`src/rtl/bwt_pkg.sv`:
```
package bwt_pkg;

  typedef enum logic [2:0] {
    ST_IDLE,
    ST_LOOKUP,
    ST_RESPOND,
    ST_CFGWR,
    ST_CFGREJ
  } bwtState_t;

  // strobes from control to datapath
  typedef struct packed {
    logic loadReq;     // capture translated request
    logic commitBank;  // mapped bank <= requested bank
    logic cfgBankZero; // mapped bank <= 0, write data selects bank 0
  } bwtStrobe_t;

endpackage

```
`src/rtl/bwt_datapath.sv`:
```
module bwt_datapath
  import bwt_pkg::*;
#(
  parameter int ADDR_W    = 20,
  parameter int OFF_W     = 16,
  parameter int WOFF_BITS = 13,
  parameter int CFG_W     = 20,
  parameter logic [CFG_W-1:0] CFG_MASK  = 20'h1E000,
  parameter logic [CFG_W-1:0] CFG_MATCH = 20'hC0000,
  localparam int BANK_W   = ADDR_W - WOFF_BITS
) (
  input  logic                 clk,
  input  logic                 rstN,
  input  bwtStrobe_t           strobe,
  input  logic [ADDR_W-1:0]    reqBase,
  input  logic [OFF_W-1:0]     reqOffset,
  input  logic [CFG_W-1:0]     cfgBase,
  output logic                 bankHit,
  output logic                 cfgBaseOk,
  output logic [BANK_W:0]      bankWrData,
  output logic [WOFF_BITS-1:0] rspOffset,
  output logic                 rspAlignErr
);

  logic [ADDR_W-1:0]    byteOff;
  logic [ADDR_W-1:0]    linearAddr;
  logic [BANK_W-1:0]    reqBank;
  logic [WOFF_BITS-1:0] reqWinOff;
  logic [BANK_W-1:0]    curBank;
  logic                 curValid;

  // word offset scaled for the 16-bit data path
  assign byteOff    = ADDR_W'({reqOffset, 1'b0});
  assign linearAddr = reqBase + byteOff;

  always_ff @(posedge clk) begin
    if (!rstN) begin
      reqBank   <= '0;
      reqWinOff <= '0;
    end else if (strobe.loadReq) begin
      reqBank   <= linearAddr[ADDR_W-1:WOFF_BITS];
      reqWinOff <= linearAddr[WOFF_BITS-1:0];
    end
  end

  always_ff @(posedge clk) begin
    if (!rstN) begin
      curBank  <= '0;
      curValid <= 1'b0;
    end else if (strobe.cfgBankZero) begin
      curBank  <= '0;
      curValid <= 1'b1;
    end else if (strobe.commitBank) begin
      curBank  <= reqBank;
      curValid <= 1'b1;
    end
  end

  assign bankHit     = curValid && (curBank == reqBank);
  assign cfgBaseOk   = (cfgBase & ~CFG_MASK) == CFG_MATCH;
  assign bankWrData  = {1'b1, strobe.cfgBankZero ? {BANK_W{1'b0}} : reqBank};
  assign rspOffset   = reqWinOff;
  assign rspAlignErr = reqWinOff[0];

endmodule

```
`src/rtl/bwt_control.sv`:
```
module bwt_control
  import bwt_pkg::*;
(
  input  logic       clk,
  input  logic       rstN,
  input  logic       reqValid,
  input  logic       cfgValid,
  input  logic       bankHit,
  input  logic       cfgBaseOk,
  output logic       reqReady,
  output logic       rspValid,
  output logic       bankWrEn,
  output logic       cfgDone,
  output logic       cfgBad,
  output bwtStrobe_t strobe
);

  bwtState_t state, nextState;

  always_ff @(posedge clk) begin
    if (!rstN) state <= ST_IDLE;
    else       state <= nextState;
  end

  always_comb begin
    nextState = state;
    strobe    = '0;
    reqReady  = 1'b0;
    rspValid  = 1'b0;
    bankWrEn  = 1'b0;
    cfgDone   = 1'b0;
    cfgBad    = 1'b0;
    unique case (state)
      ST_IDLE: begin
        reqReady = !cfgValid;
        if (cfgValid) begin
          nextState = cfgBaseOk ? ST_CFGWR : ST_CFGREJ;
        end else if (reqValid) begin
          strobe.loadReq = 1'b1;
          nextState      = ST_LOOKUP;
        end
      end
      ST_LOOKUP: begin
        if (bankHit) begin
          rspValid  = 1'b1;
          nextState = ST_IDLE;
        end else begin
          bankWrEn          = 1'b1;
          strobe.commitBank = 1'b1;
          nextState         = ST_RESPOND;
        end
      end
      ST_RESPOND: begin
        rspValid  = 1'b1;
        nextState = ST_IDLE;
      end
      ST_CFGWR: begin
        bankWrEn           = 1'b1;
        cfgDone            = 1'b1;
        strobe.cfgBankZero = 1'b1;
        nextState          = ST_IDLE;
      end
      ST_CFGREJ: begin
        cfgBad    = 1'b1;
        nextState = ST_IDLE;
      end
      default: nextState = ST_IDLE;
    endcase
  end

endmodule

```
`src/rtl/bank_window_xlate.sv`:
```
module bank_window_xlate
  import bwt_pkg::*;
#(
  parameter int ADDR_W    = 20,
  parameter int OFF_W     = 16,
  parameter int WOFF_BITS = 13,
  parameter int CFG_W     = 20,
  parameter logic [CFG_W-1:0] CFG_MASK  = 20'h1E000,
  parameter logic [CFG_W-1:0] CFG_MATCH = 20'hC0000,
  localparam int BANK_W   = ADDR_W - WOFF_BITS
) (
  input  logic                 clk,
  input  logic                 rstN,
  input  logic                 cfgValid,
  input  logic [CFG_W-1:0]     cfgBase,
  output logic                 cfgDone,
  output logic                 cfgBad,
  input  logic                 reqValid,
  output logic                 reqReady,
  input  logic [ADDR_W-1:0]    reqBase,
  input  logic [OFF_W-1:0]     reqOffset,
  output logic                 rspValid,
  output logic [WOFF_BITS-1:0] rspOffset,
  output logic                 rspAlignErr,
  output logic                 bankWrEn,
  output logic [BANK_W:0]      bankWrData
);

  bwtStrobe_t strobe;
  logic       bankHit;
  logic       cfgBaseOk;

  bwt_control u_ctrl (
    .clk      (clk),
    .rstN     (rstN),
    .reqValid (reqValid),
    .cfgValid (cfgValid),
    .bankHit  (bankHit),
    .cfgBaseOk(cfgBaseOk),
    .reqReady (reqReady),
    .rspValid (rspValid),
    .bankWrEn (bankWrEn),
    .cfgDone  (cfgDone),
    .cfgBad   (cfgBad),
    .strobe   (strobe)
  );

  bwt_datapath #(
    .ADDR_W   (ADDR_W),
    .OFF_W    (OFF_W),
    .WOFF_BITS(WOFF_BITS),
    .CFG_W    (CFG_W),
    .CFG_MASK (CFG_MASK),
    .CFG_MATCH(CFG_MATCH)
  ) u_dp (
    .clk        (clk),
    .rstN       (rstN),
    .strobe     (strobe),
    .reqBase    (reqBase),
    .reqOffset  (reqOffset),
    .cfgBase    (cfgBase),
    .bankHit    (bankHit),
    .cfgBaseOk  (cfgBaseOk),
    .bankWrData (bankWrData),
    .rspOffset  (rspOffset),
    .rspAlignErr(rspAlignErr)
  );

endmodule

```
`config.mk`:
```
export PLATFORM = sky130hd
export DESIGN_NAME = bank_window_xlate
export DESIGN_NICKNAME = d
export VERILOG_FILES = /design/src/rtl/bwt_pkg.sv /design/src/rtl/bwt_datapath.sv /design/src/rtl/bwt_control.sv /design/src/rtl/bank_window_xlate.sv
export SDC_FILE = /design/constraint.sdc
export NUM_CORES = 1
export LEC_CHECK = 0
export ABC_CLOCK_PERIOD_IN_PS = 3000
export BUFFER_PORTS_ARGS = -buffer_cell sky130_fd_sc_hd__buf_4
export CAP_MARGIN = 10
export CELL_PAD_IN_SITES_DETAIL_PLACEMENT = 0
export CELL_PAD_IN_SITES_GLOBAL_PLACEMENT = 1
export CORE_UTILIZATION = 38
export DETAILED_ROUTE_END_ITERATION = 10
export PLACE_DENSITY = 0.88
export SLEW_MARGIN = 20
export SYNTH_ARGS = -nofsm -noshare
export SYNTH_HDL_FRONTEND = slang
export SYNTH_HIERARCHICAL = 1
export SYNTH_SLANG_ARGS = --single-unit
```
`constraint.sdc`:
```
create_clock -name clk -period 3 [get_ports clk]
set_input_delay 0.15 -clock clk [delete_from_list [all_inputs] [get_ports clk]]
set_output_delay 0.15 -clock clk [all_outputs]
set_load 0.05 [all_outputs]
```
==> run_results.csv <==
group,metric,value,unit
placed_design,dpl.cell_count,416,
power_and_ir_drop,power_frac_comb,32.1,%
worst_setup_path,required,3.17,ns
sta,slew_viol_final,0,
synthesis,synthCells,271,
drt,wl,5480,um
sta,whs,0.101,ns
clock_tree,cts_tree,"done",
drt,drc,0,
synthesis,yosys.area.top_type,"dfxtp_1",
synthesis,ys_types,54,
power_and_ir_drop,p_int,0.000879,W
power_and_ir_drop,seq_power_share,34.9,%
sta,rsz0062_at_grt,"false",
grt,overflow,0,
finish,num_antenna_cells,0,
finish,layout-drive-gt1-share,28.4,%
grt,grt_usage,18.7,%
clock_tree,cts_htree_levels,2,
synthesis,synth_xor_area_share,5.53,%
power_and_ir_drop,p_leak,1.33,nW
sta,setup_viol,0,
power_and_ir_drop,switching_power,0.000421,W
placed_design,pre_cts_slack,0.659,ns
sta,fin_crit,2.06,ns
clock_tree,cts_root_buf,"clkbuf_8",
die,die_h,78.4,um
placed_design,io_buffer_count,81,
clock_tree,cts_hold_buf,0,
synthesis,synth_fa_ha_area_share,9.93,%
sta,maxSlewHeadroom,64.2,%
grt,grt_pass1_wl,9150,um
synthesis,synthesis.area,2220,um^2
worst_setup_path,critPathSlowestCell,"fa_1",
placed_design,dp_hpwl,4370,um
power_and_ir_drop,power_density,435,nW/um^2
die,die_width,78.4,um
synthesis,synth_edf_count,0,
clock_tree,clk_pin_slew_worst_paths,0.07,ns
clock_tree,cts_setup_buffers,0,
die,io_pins,87,
worst_setup_path,crit_path_max_fanout,4,
clock_tree,cts_made_buffers,5,
synthesis,async_flop_share,0,%
synthesis,synthMuxAreaShare,6.37,%
worst_setup_path,worst-path-buf-inv,2,
synthesis,ys_warn_count,6,
die,core_area,5570,um^2
synthesis,synth_common_cells,"nor2_1, dfxtp_1, a21oi_1",
worst_setup_path,cp.arrival,2.23,ns
sta,max_freq,486,MHz
synthesis,synth.net_count,348,
grt,first_global_vias,2011,
synthesis,ys_seq_elements,31,
worst_setup_path,slowest_delay,0.37,ns
grt,grt_antenna_before_repair,0,
grt,grt_max_degree,21,
placed_design,place_congestion,0.873,
synthesis,yosys-top-cells-area,"dfxtp_1, ha_1, mux2i_1",
synthesis,ys_seq_area_share,28.0,%
synthesis,synth_top_family_by_area,"simple AND/OR/NAND/NOR gates",
sta,finalSetupTns,0,ns
clock_tree,cts_resized,0,
power_and_ir_drop,p_clk_share,33.0,%
sta,fin_skew,0.00338,ns
drt,viasPerCell,5.25,
hold_path,hold_path_class,"in2reg",
worst_setup_path,crit_chain,"buf_4 > ha_1 > inv_1 > fa_1 > and2b_1 > o2111ai_1 > a21o_2 > a2111oi_2 > o21ai_0 > a32o_1",
synthesis,post_synth.cell_area_avg,8.19,um^2
sta,hold_violations,0,
synthesis,synth_compound_area_share,20.2,%
synthesis,synth_ff_type,"dfxtp_1",
drt,drt_iter0_drc,56,
drt,dr.pass1.iters,4,
die,dieArea,6150,um^2
clock_tree,cts_max_path_buffers,2,
synthesis,synth_most_common_cell,"nor2_1",
finish,fin_util,53.6,%
clock_tree,numClockSinks,31,
sta,setup_ws,0.941,ns
drt,vias,2228,
finish,instances_no_fill,424,
synthesis,yosys.area_share.simple,25.3,%
power_and_ir_drop,ir_drop,184,uV
flow_run,max_cap_violations,0,
worst_setup_path,criticalPathCategory,"in2reg",
drt,wl_per_cell,12.9,um
finish,area_growth_syn_to_layout,34.7,%
worst_setup_path,critPathTopFamily,"compound AO/OA/AOI/OAI gates",
worst_setup_path,critPathLaunchType,"primary input",
die,initial_utilization,39.8,%
power_and_ir_drop,sw_frac_of_total,32.4,%
sta,worstMarginPinSlew,0.536,ns
clock_tree,clk-insertion-delay-late,0.28,ns
run_status,status,"complete, no violations",
synthesis,yosys.area.top_type_share,28.0,%
die,num_rows,27,
finish,nNetsFinal,428,
sta,fin_crit_sh,68.6,%
worst_setup_path,crit_path_end_kind,"flip-flop",
drt,drtAntennaViolNets,0,
==> placed cells by master, fill, tap and decap left out, types with 3 or more instances in the layout <==
master / n
nand2b_1: 5
inv_1: 9
a21oi_1: 20
ha_1: 16
nor3_1: 7
a211oi_1: 4
o211ai_1: 3
nor2_1: 33
buf_4: 83
nand2_1: 16
dfxtp_1: 31
nand3_1: 11
clkbuf_8: 6
o311ai_0: 3
nand4_1: 4
o21ai_0: 10
and3_1: 3
nor4_1: 3
nor2b_1: 9
a21o_1: 5
xnor2_1: 12
mux2i_1: 13
==> metrics by stage <==
| stage | power (W) | area (um^2) |
|---|---|---|
| finish | 0.00130 | 2990 |
| global route | 0.00137 | 2990 |
| CTS | 0.00131 | 2990 |
| detailed placement | 0.000881 | 2870 |
| global placement | 0.000876 | 2870 |
| floorplan | 0.000743 | 2220 |
==> flip-flops by register name (all words and copies together), names as in the netlist <==
register and count:
u_dp/rspOffset 13, u_dp/reqBank 7, u_dp/curValid 1, u_ctrl/state 3
u_dp/curBank 7
==> power groups by stage <==
stage                     clock (W)  sequential, W  combinational (W)
after global routing       0.000453       0.000458           0.000457
after floorplan                   0       0.000501           0.000242
final                      0.000428       0.000454           0.000417
after detailed placement          0       0.000463           0.000417
after CTS                  0.000437       0.000454           0.000419
after global placement            0       0.000462           0.000414
==> cell families after synthesis <==
group	count (synthesis)
XOR/XNOR	14
AO/OA/AOI/OAI	66
multiplexers	14
flip-flops	31
buffers and inverters	20
other	1
AND/OR/NAND/NOR	108
adder cells (fa/ha/maj)	17
==> layout make-up <==
class                      count  area, um^2
inverter                      10        37.5
clock inverter                 2        35.0
clock buffer                   6        82.6
multi-input combinational    220        1500
timing repair buffer          83         623
tap                           72        90.1
fill                         536        2590
sequential                    31         621
==> worst paths after layout <==
check                                       from                               to  slack, ns  cells past startpoint
hold reg to reg   u_dp/rspOffset[2]$_SDFFE_PN0P_   u_dp/rspOffset[2]$_SDFFE_PN0P_       0.48                      2
setup / recovery                      reqBase[1]     u_dp/reqBank[2]$_SDFFE_PN0P_       0.94                     10
setup reg to reg    u_ctrl/state[1]$_SDFFE_PN0P_  u_dp/rspOffset[12]$_SDFFE_PN0P_       1.04                      7
hold / removal                        reqBase[0]   u_dp/rspOffset[0]$_SDFFE_PN0P_       0.10                      3
==> per-layer routing <==
layer	GRT usage (%)	share of wire (%)	wire length, um	vias to the layer above
met1	24.9	47	2600	987
met2	29.6	43	2380	82
li1	-	-	-	1151
met4	7.22	2.0	112	0
met3	4.07	7.1	390	8
met5	0	0	0	-
==> worst register-to-register path, cell delays in order, from the launching register on <==
cell and delay, ns:
dfxtp_1 0.40, nor3_1 0.31, and3b_1 0.23, clkinv_1 0.24
nor2_1 0.34, and3_1 0.21, nand3_1 0.08, o211ai_1 0.08
No activity file was read; power rests on OpenSTA's default activity.
